===== src/rtl/rtg_pkg.sv =====
package rtg_pkg;
  localparam int CODE_W    = 3;
  localparam int NUM_CODES = 1 << CODE_W;
  localparam int NUM_DOM   = 2;

  typedef enum int unsigned {
    DOM_MAIN = 0,
    DOM_SEC  = 1
  } dom_e;

  typedef struct packed {
    logic pri;
    logic sec;
    logic aux;
    logic mr;
    logic wdog;
  } cause_t;
endpackage


===== src/rtl/mr_filter.sv =====
module mr_filter #(
  parameter int GLITCH_CYC = 4
) (
  input  logic clk_i,
  input  logic rst_ni,
  input  logic mr_ni,
  output logic mr_low_o
);
  localparam int GW = (GLITCH_CYC < 2) ? 1 : $clog2(GLITCH_CYC + 1);

  logic          s1_q, s2_q, filt_q;
  logic [GW-1:0] cnt_q;

  always_ff @(posedge clk_i or negedge rst_ni) begin
    if (!rst_ni) begin
      s1_q   <= 1'b1;
      s2_q   <= 1'b1;
      filt_q <= 1'b1;
      cnt_q  <= '0;
    end else begin
      s1_q <= mr_ni;
      s2_q <= s1_q;
      if (s2_q != filt_q) begin
        if (cnt_q == GW'(GLITCH_CYC - 1)) begin
          filt_q <= s2_q;
          cnt_q  <= '0;
        end else begin
          cnt_q <= cnt_q + 1'b1;
        end
      end else begin
        cnt_q <= '0;
      end
    end
  end

  assign mr_low_o = ~filt_q;


  filt_follows_sync_chk: assert property (@(posedge clk_i) disable iff (!rst_ni)
    !$stable(filt_q) |-> ($past(s2_q) == filt_q));
endmodule


===== src/rtl/tmo_counter.sv =====
module tmo_counter
  import rtg_pkg::*;
#(
  parameter int CNT_W = 16,
  parameter logic [NUM_CODES-1:0][CNT_W-1:0] TMO_TC = '0
) (
  input  logic              clk_i,
  input  logic              rst_ni,
  input  logic              cause_i,
  input  logic              tick_i,
  input  logic [CODE_W-1:0] sel_i,
  output logic              active_o
);
  logic             active_q;
  logic [CNT_W-1:0] cnt_q;
  logic [CNT_W-1:0] tc;

  assign tc = TMO_TC[sel_i];

  always_ff @(posedge clk_i or negedge rst_ni) begin
    if (!rst_ni) begin
      active_q <= 1'b1;
      cnt_q    <= '0;
    end else if (cause_i) begin
      active_q <= 1'b1;
      cnt_q    <= '0;
    end else if (active_q && tick_i) begin
      // >= tolerates a code change mid-count
      if (cnt_q >= tc - CNT_W'(1)) begin
        active_q <= 1'b0;
        cnt_q    <= '0;
      end else begin
        cnt_q <= cnt_q + 1'b1;
      end
    end
  end

  assign active_o = active_q;


  cause_sets_chk: assert property (@(posedge clk_i) disable iff (!rst_ni)
    cause_i |=> active_q);


  release_on_tick_chk: assert property (@(posedge clk_i) disable iff (!rst_ni)
    $fell(active_q) |-> ($past(tick_i) && !$past(cause_i)));


  hold_under_cause_chk: assert property (@(posedge clk_i) disable iff (!rst_ni)
    (active_q && cause_i) |=> active_q);
endmodule


===== src/rtl/rst_timeout_gen.sv =====
module rst_timeout_gen
  import rtg_pkg::*;
#(
  parameter int CNT_W      = 16,
  parameter logic [NUM_CODES-1:0][CNT_W-1:0] TMO_TC = {
    16'd33600, 16'd16800, 16'd8400, 16'd4200,
    16'd1050,  16'd525,   16'd264,  16'd33},
  parameter int GLITCH_CYC = 4,
  parameter bit HAS_RST_HI = 1'b1
) (
  input  logic              clk_i,
  input  logic              rst_ni,
  input  logic              tick_i,
  input  logic              pri_low_i,
  input  logic              sec_low_i,
  input  logic              aux_low_i,
  input  logic              mr_ni,
  input  logic              wdog_exp_i,
  input  logic [CODE_W-1:0] tmo_sel_i,
  output logic              rst_no,
  output logic              rst_o,
  output logic              rst2_no,
  output logic              reset_event_o
);
  cause_t             cz;
  logic               mr_low;
  logic [NUM_DOM-1:0] dom_cause, dom_act;
  logic               event_q;

  mr_filter #(.GLITCH_CYC(GLITCH_CYC)) u_mr (
    .clk_i    (clk_i),
    .rst_ni   (rst_ni),
    .mr_ni    (mr_ni),
    .mr_low_o (mr_low)
  );

  assign cz = '{pri: pri_low_i, sec: sec_low_i, aux: aux_low_i,
                mr: mr_low, wdog: wdog_exp_i};

  assign dom_cause[DOM_MAIN] = |cz;
  assign dom_cause[DOM_SEC]  = cz.pri | cz.sec | cz.mr;

  for (genvar d = 0; d < NUM_DOM; d++) begin : g_dom
    tmo_counter #(.CNT_W(CNT_W), .TMO_TC(TMO_TC)) u_cnt (
      .clk_i    (clk_i),
      .rst_ni   (rst_ni),
      .cause_i  (dom_cause[d]),
      .tick_i   (tick_i),
      .sel_i    (tmo_sel_i),
      .active_o (dom_act[d])
    );
  end

  always_ff @(posedge clk_i or negedge rst_ni) begin
    if (!rst_ni) event_q <= 1'b0;
    else         event_q <= dom_cause[DOM_MAIN] & ~dom_act[DOM_MAIN];
  end

  assign rst_no        = ~dom_act[DOM_MAIN];
  assign rst2_no       = ~dom_act[DOM_SEC];
  assign reset_event_o = event_q;

  if (HAS_RST_HI) begin : g_hi
    assign rst_o = dom_act[DOM_MAIN];
  end else begin : g_no_hi
    assign rst_o = 1'b0;
  end


  sec_within_main_chk: assert property (@(posedge clk_i) disable iff (!rst_ni)
    !dom_act[DOM_MAIN] |-> !dom_act[DOM_SEC]);


  event_marks_entry_chk: assert property (@(posedge clk_i) disable iff (!rst_ni)
    event_q |-> (dom_act[DOM_MAIN] && !$past(dom_act[DOM_MAIN])));
endmodule


===== config.mk =====
export PLATFORM = sky130hd
export DESIGN_NAME = rst_timeout_gen
export DESIGN_NICKNAME = d
export VERILOG_FILES = /design/src/rtl/rtg_pkg.sv /design/src/rtl/mr_filter.sv /design/src/rtl/tmo_counter.sv /design/src/rtl/rst_timeout_gen.sv
export SDC_FILE = /design/constraint.sdc
export NUM_CORES = 1
export LEC_CHECK = 0
export BUFFER_PORTS_ARGS = -buffer_cell sky130_fd_sc_hd__buf_4
export CAP_MARGIN = 10
export CORE_UTILIZATION = 45
export DETAILED_ROUTE_END_ITERATION = 12
export PLACE_DENSITY = 0.61
export SETUP_SLACK_MARGIN = 0.4
export SLEW_MARGIN = 20
export SYNTH_ARGS = -nofsm -noshare
export SYNTH_HDL_FRONTEND = slang
export SYNTH_SLANG_ARGS = --single-unit

===== constraint.sdc =====
create_clock -name clk_i -period 2.55 [get_ports clk_i]
set_clock_uncertainty 0.15 [all_clocks]
set_input_delay 0.255 -clock clk_i [delete_from_list [all_inputs] [get_ports clk_i]]
set_output_delay 0.255 -clock clk_i [all_outputs]
set_load 0.05 [all_outputs]

==> results of run 1 <==
-- where the power goes --
group | internal (uW) | leakage, uW | switching, uW
sequential | 687 | 0.000553 | 21.1
combinational | 264 | 0.00136 | 282
clock | 319 | 0.0000585 | 228
total | 1270 | 0.00197 | 531
-- tightest hold or removal path, stage by stage --
cell,delay [ns]
buf_4,0.09
nor3_1,0.05
nor2_1,0.07
-- logic make-up after synthesis --
kind of cell | Yosys count | synth area share [%]
and+or+nand+nor | 148 | 22.8
DFF | 41 | 32.1
AOI/OAI and AO/OA | 78 | 16.8
muxes | 2 | 0.661
buffers and inverters | 25 | 3.69
adders and majority gates | 37 | 14.3
xor gates and xnor gates | 34 | 9.68
-- final cells by class --
cell class,instances,area (um2)
flip-flops and latches,41,1030
repair buffers,101,831
clock buffers,7,86.3
clock inverters,1,30.0
multi-input cells,299,2490
fillers,537,2210
inverters,16,67.6
well taps,96,120
-- routing by layer --
metal	track usage (%)	up-vias
met4	8.33	0
met2	40.3	107
met5	0	-
met1	36.0	1536
li1	-	1517
met3	4.00	30
-- state kept, by name, indices dropped and copies added, names as in the netlist --
name / flops
reset_event_o: 1
u_mr.s2_q: 1
u_mr.filt_q: 1
g_dom.u_cnt.active_o: 2
u_mr.cnt_q: 3
g_dom.u_cnt.cnt_q: 32
u_mr.s1_q: 1
-- final timing paths --
| path | end | slack (ns) | cells past startpoint | start |
|---|---|---|---|---|
| max in group asynchronous | g_dom[1].u_cnt.cnt_q[12] | 1.55 | 2 | rst_ni |
| worst min-delay path | reset_event_o | 0.06 | 3 | aux_low_i |
| worst min register to register | u_mr.s2_q | 0.22 | 0 | u_mr.s1_q |
| worst max-delay path | g_dom[0].u_cnt.cnt_q[15] | -0.59 | 18 | tmo_sel_i[1] |
| worst max register to register | g_dom[0].u_cnt.cnt_q[1] | -0.10 | 7 | u_mr.filt_q |
| min in group asynchronous | u_mr.cnt_q[1] | 0.33 | 2 | rst_ni |
-- cell usage in the layout (no fill, tap or decap), types with 3 or more instances in the layout --
master,instances
nor2_2,13
and3_1,7
nor2b_1,3
ha_1,26
a21oi_1,8
o21ai_0,8
nand4_1,10
o211ai_1,7
buf_4,85
inv_1,13
xor2_1,15
nand2_1,40
nor3_1,6
xnor2_1,17
dlygate4sd3_1,3
o21ai_1,4
dfrtp_1,36
ha_4,9
nor2_1,30
a21oi_2,11
buf_6,10
clkbuf_8,6
dfstp_2,5
nand3_1,8
-- what timing repair did --
action                                  in CTS  in global routing
pin swaps                                   23                 22
hold buffers                                 3                  0
gates cloned                                 1                  0
hold endpoints to repair                    38                  0
resized for setup                           44                 32
endpoints found under the setup margin      34                 34
buffers inserted                             7                  6
-- through the flow --
step | hold WS, ns | total power [uW]
floorplan | -0.191 | 964
global placement | 0.115 | 1150
detailed placement | 0.119 | 1170
CTS | 0.0611 | 1760
global route | 0.0980 | 1880
finish | 0.0594 | 1800
==> results.txt, run 1 <==
worst-path cell chain: buf_8, buf_6, buf_4, ha_1, buf_4, nor3_4, a2bb2oi_4, nand3b_1, xnor2_1, a21oi_2, ha_4, or2_4, nand2_2, a21boi_2, nand3_4, a211oi_4, buf_6, nor2_2
Final period util: 123%
total gr overflow: 0
die area: 0.00750 mm2
Worst Max-Slew Pin Slew: 0.564 ns
CP bufs+invs: 5
pins over their slew limit: 0
drt total wl: 9390 um
CP max stage delay: 0.30 ns
Syn Area/Cell: 8.82 um2
antenna-violating nets left: 0
DP HPWL: 6480 um
Pwr Density: 386 mW/mm2
Crit-path slowest cell: a211oi_4
largest net degree at the start of global routing: 42
GPL Wtd Cong: 0.909
max cap viols: 0
final core occ: 67.9%
drt drc: 0
layout cell share with drive strength beyond 1: 40.2%
Fin. Hold Viols: 0
first-pass GRT wire length: 14900 um
min-delay worst type: input pin to register
post-synth cell types: 66
Die Wd: 86.6 um
post-synth net total: 412
Top delay family on crit path: compound AO/OA/AOI/OAI gates
CP Launch Type: input pin
Via density: 5.69
pre-CTS worst setup slack: -0.989 ns
Syn. warnings: 0
CTS tree: built
synth cell count leaders: nand2_1 (43), nor2_1 (43), dfrtp_1 (36), ha_1 (36), a21oi_1 (20)
fin worst setup slack: -0.592 ns
Crit Path Max Fanout: 7
Max H-tree Level: 2
Port Buf Inserts: 14
DR top layer: met4
all-layer global routing usage: 25.5%
Core ar.: 0.00687 mm2
CP Capture Type: register
post-DR wirelength/cell: 16.7 um
Slew headroom: 62.0%
Metal-1 WL: 4220 um
Met2 Wirelength: 4440 um
fraction of registers with async set/reset: 100%
routed vias: 3190
arrival time worst endpoint: 3.18 ns
vias in the first global route: 3046
CTS Root Cell: clkbuf_8
Die Ht: 86.6 um
clk sinks: 41
initial core utilization: 46.9%
drt pass-1 iters: 5
Seq/Total Area, Yosys: 32.1%
Synth area leaders: dfrtp_1 (28%), ha_1 (14%), nand2_1 (5.0%), nor2_1 (5.0%), xnor2_1 (4.9%)
boundary pin count: 15
failing checks: negative setup slack
RSZ-0062 raised after global routing: yes
final setup violation count: 34
fin area: 0.00466 mm2
Worst VDD drop: 0.000391 V
largest area contributor in the netlist: dfrtp_1
initial antenna violation count: 0
minimum clock period after layout: 3.14 ns
status: finished with violations
fin cells: 561
P&R area growth vs syn: 44.8%
clk_lat worst skew: 0.30 ns
FF+latch count, synth: 41
placed insts: 536
# diodes: 0
Post-Syn Area: 0.00322 mm2
post-synthesis cell count: 365
clock slew at reported path FFs: 0.08 ns
Num CTS Buffers: 5
area share of the largest cell type after synthesis: 28.0%
fmax: 318 MHz
Setup TNS: -18.42 ns
number of flops mapped to enable cells by yosys: 0
CP required: 2.58 ns
static leakage: 0.00197 uW
predominant post-synthesis flop cell: dfrtp_1
fin nets: 511
Setup Crit Path Kind: input pin to register
DP Area: 0.00403 mm2
clock tree buffer depth: 2
Met3 Routed Length: 454 um
FP Rows: 30
Initial DRC Count: 220
Note: power is estimated with default switching activity, not from simulation.
==> run 2, diff against run 1 <==
- ABC_AREA: default -> 1
==> results.txt, run 2 <==
fraction of registers with async set/reset: 100% (unchanged)
number of flops mapped to enable cells by yosys: 0 (unchanged)
Via density: 4.96 (-13%)
Crit-path slowest cell: nor4_4
area share of the largest cell type after synthesis: 26.8% (-1.2 points)
Port Buf Inserts: 14 (unchanged)
routed vias: 2890 (-9.4%)
drt pass-1 iters: 4 (-1)
layout cell share with drive strength beyond 1: 33.9% (-6.3 points)
most common cell after layout, fill and taps aside: nand2_1
CP bufs+invs: 4 (-1)
RR Startpoint: g_dom[1].u_cnt.cnt_q[0]
DP HPWL: 5880 um (-9.2%)
Core ar.: 0.00725 mm2 (+5.6%)
filler instances: 666 (+24%)
Sequential Power Share: 42.6% (+3.3 points)
Initial DRC Count: 91 (-59%)
most frequent cell on the critical path: nand2_1
die area: 0.00782 mm2 (+4.3%)
predominant post-synthesis flop cell: dfrtp_1
max cap viols: 0 (unchanged)
synth cell count leaders: nand2_1 (92), inv_1 (52), dfrtp_1 (36), ha_1 (36), nor2_1 (32)
commonest cells after routing, fill and taps aside: nand2_1 (85), buf_4 (51), inv_1 (47), dfrtp_1 (36), ha_1 (30)
fin worst setup slack: -0.189 ns (+0.403 ns)
final setup violation count: 34 (unchanged)
CP Launch Type: input pin
drt drc: 0 (unchanged)
Worst Setup SP: tmo_sel_i[0]
FF-to-FF End: g_dom[1].u_cnt.cnt_q[0]
Pwr Density: 389 mW/mm2 (+0.81%)
Critical Path Sink: g_dom[0].u_cnt.cnt_q[14]
register name with the most flops: g_dom.u_cnt.cnt_q
Num CTS Buffers: 5 (unchanged)
minimum clock period after layout: 2.74 ns (-0.403 ns)
clock slew at reported path FFs: 0.09 ns (about the same)
Final period util: 107% (-16 points)
initial antenna violation count: 0 (unchanged)
Syn. warnings: 0 (unchanged)
worst-path cell chain: buf_8, clkinvlp_4, buf_6, ha_4, nand2_4, nand2_4, nor3_4, nor4_4, xor2_2, ha_1, nand2_1, inv_1, nand2_1, nand2_1, nand2_1, nand2_1, nand2_1, o21ai_1, nand2_1, nand2_2, nand2_4, nand2_4, a21oi_2
RSZ-0062 raised after global routing: yes
clock tree buffer depth: 2 (unchanged)
Die Wd: 88.4 um (+2.1%)
status: finished with violations
Crit Path Max Fanout: 4 (-3)
P&R area growth vs syn: 27.1%
min-delay worst type: input pin to register
fin nets: 530 (+3.7%)
pins over their slew limit: 0 (unchanged)
switching power: 535 uW (+0.67%)
Syn Area/Cell: 7.96 um2 (-9.7%)
static leakage: 0.00200 uW (+1.3%)
CP Capture Type: register
largest area contributor in the netlist: dfrtp_1
CTS tree: built
fmax: 365 MHz (+15%)
vias in the first global route: 2755 (-9.6%)
FF+latch count, synth: 41 (unchanged)
antenna-violating nets left: 0 (unchanged)
most frequent cell after synthesis: nand2_1
FP Rows: 31 (+3.3%)
Max H-tree Level: 2 (unchanged)
post-DR wirelength/cell: 13.3 um (-20%)
Fin. Hold Viols: 0 (unchanged)
Synth area leaders: dfrtp_1 (27%), ha_1 (13%), nand2_1 (10%), inv_1 (5.8%), xor2_1 (5.7%)
Seq/Total Area, Yosys: 30.7% (-1.3 points)
# diodes: 0 (unchanged)
total gr overflow: 0 (unchanged)
clk sinks: 41 (unchanged)
final core occ: 58.9% (-9.0 points)
clk_lat worst skew: 0.30 ns (about the same)
max reg flops: 32 (unchanged)
WP depth: 23 (+5)
Int Power: 1130 uW (-11%)
reg-to-reg slack, setup: 0.30 ns (+0.40 ns)
Worst Max-Slew Pin Slew: 0.527 ns (-0.0367 ns)
Post-Syn Area: 0.00336 mm2 (+4.4%)
Top delay family on crit path: simple AND/OR/NAND/NOR gates
r2r worst-path depth: 20 (+13)
post-synthesis cell count: 422 (+16%)
all-layer global routing usage: 21.8% (-3.8 points)
drt total wl: 7780 um (-17%)
Comb pwr share: 27.9% (-2.4 points)
GPL Wtd Cong: 0.856 (-5.8%)
clock group share of total power: 29.6% (-0.8 points)
initial core utilization: 46.3% (-0.55 points)
first-pass GRT wire length: 12900 um (-13%)
arrival time worst endpoint: 2.82 ns (-0.36 ns)
CP max stage delay: 0.34 ns (+0.04 ns)
Setup Crit Path Kind: input pin to register
Worst VDD drop: 0.000328 V (-16%)
Switching Share: 32.1% (+2.7 points)
post-synth net total: 469 (+14%)
CTS Root Cell: clkbuf_8
pre-CTS worst setup slack: -0.664 ns (+0.325 ns)
boundary pin count: 15 (unchanged)
largest net degree at the start of global routing: 42 (unchanged)
post-synth cell types: 48 (-27%)
failing checks: negative setup slack
Die Ht: 88.4 um (+2.1%)
Slew headroom: 64.9% (+2.8 points)
CP required: 2.63 ns (+0.05 ns)
-- run 2: changes by cell type after synthesis, sizes merged, moves of 7 or more --
cell and change:
nand2 +62, inv +42, a21oi +22, xnor2 -12, o211ai -8, nor2 -7
xor2 +7
-- run 2: what timing repair did --
item	CTS	global route
endpoints found under the setup margin	34	34
resized for setup	45	6
setup buffers	4	1
hold buffers	2	0
hold endpoints to repair	37	0
cloned	2	1
pin swaps	13	23
-- run 2: layer usage --
layer  up-vias  routed length (um)  GRT usage [%]
met5         -                   0              0
met4         0                 125           6.16
met3        13                 171           3.17
met2        31                3710           37.3
met1      1352                3770           28.5
li1       1494                   -              -
-- run 2: worst register-to-register path: stages, from the launching register on --
cell and delay (ns):
dfrtp_1 0.39, inv_1 0.09, ha_1 0.29, inv_1 0.05, nand2_1 0.04, a21oi_1 0.15, o21ai_1 0.09, nand2_1 0.06
nand2_1 0.04, nand2_1 0.05, nand2_1 0.05, nand2_1 0.06, nand2_1 0.05, nand2_1 0.05, nand2_1 0.04, nand2_1 0.07
nand2_2 0.06, nand2_4 0.13, buf_6 0.11, nand4_1 0.06, o21ai_1 0.09
-- run 2: cell families after synthesis --
family | Yosys count | synth area share [%]
flip-flops | 41 | 30.7
multiplexers | 1 | 0.335
AND/OR/NAND/NOR | 186 | 26.8
adder cells (fa/ha/maj) | 36 | 13.4
buffers and inverters | 67 | 8.53
XOR/XNOR | 28 | 7.30
AO/OA/AOI/OAI | 63 | 12.9
-- run 2: cell type report --
cell class	instances	area [um2]	share of cell area, %
Clock inverter	1	8.76	0.205
Tap cell	99	124	2.90
Timing Repair Buffer	57	452	10.6
Clock buffer	7	96.3	2.26
Multi-Input combinational cell	317	2310	54.1
Inverter	61	248	5.80
Sequential cell	41	1030	24.2
-- run 2: stage by stage --
| step | hold WS [ns] | std cells | instance area (um2) | total power [uW] | setup TNS (ns) |
|---|---|---|---|---|---|
| 3_3_place_gp | 0.117 | 565 | 3870 | 1120 | -16.79 |
| 4_1_cts | 0.00646 | 581 | 4230 | 1660 | -2.26 |
| 5_1_grt | 0.00864 | 583 | 4270 | 1760 | -10.90 |
| 3_5_place_dp | 0.118 | 565 | 3870 | 1130 | -20.53 |
| 2_1_floorplan | -0.191 | 422 | 3420 | 992 | -1.89 |
| 6_report | 0.00633 | 583 | 4270 | 1660 | -5.17 |
-- run 2: power by group through the flow --
stage / clock [uW] / sequential (uW) / combinational [uW]
2_1_floorplan: 0 / 721 / 271
3_3_place_gp: 0 / 720 / 402
3_5_place_dp: 0 / 721 / 409
4_1_cts: 501 / 708 / 455
5_1_grt: 530 / 713 / 518
6_report: 492 / 708 / 464
-- run 2: worst min path at each step --
stage / startpoint / to / slack [ns] / cells past startpoint
floorplan: rst_ni / g_dom[0].u_cnt.cnt_q[0] / -0.19 / 0
global placement: rst_ni / g_dom[0].u_cnt.cnt_q[1] / 0.12 / 1
detailed placement: rst_ni / g_dom[0].u_cnt.cnt_q[2] / 0.12 / 1
CTS: aux_low_i / g_dom[0].u_cnt.active_o / 0.006 / 3
global route: wdog_exp_i / g_dom[0].u_cnt.active_o / 0.009 / 3
finish: aux_low_i / g_dom[0].u_cnt.active_o / 0.006 / 3
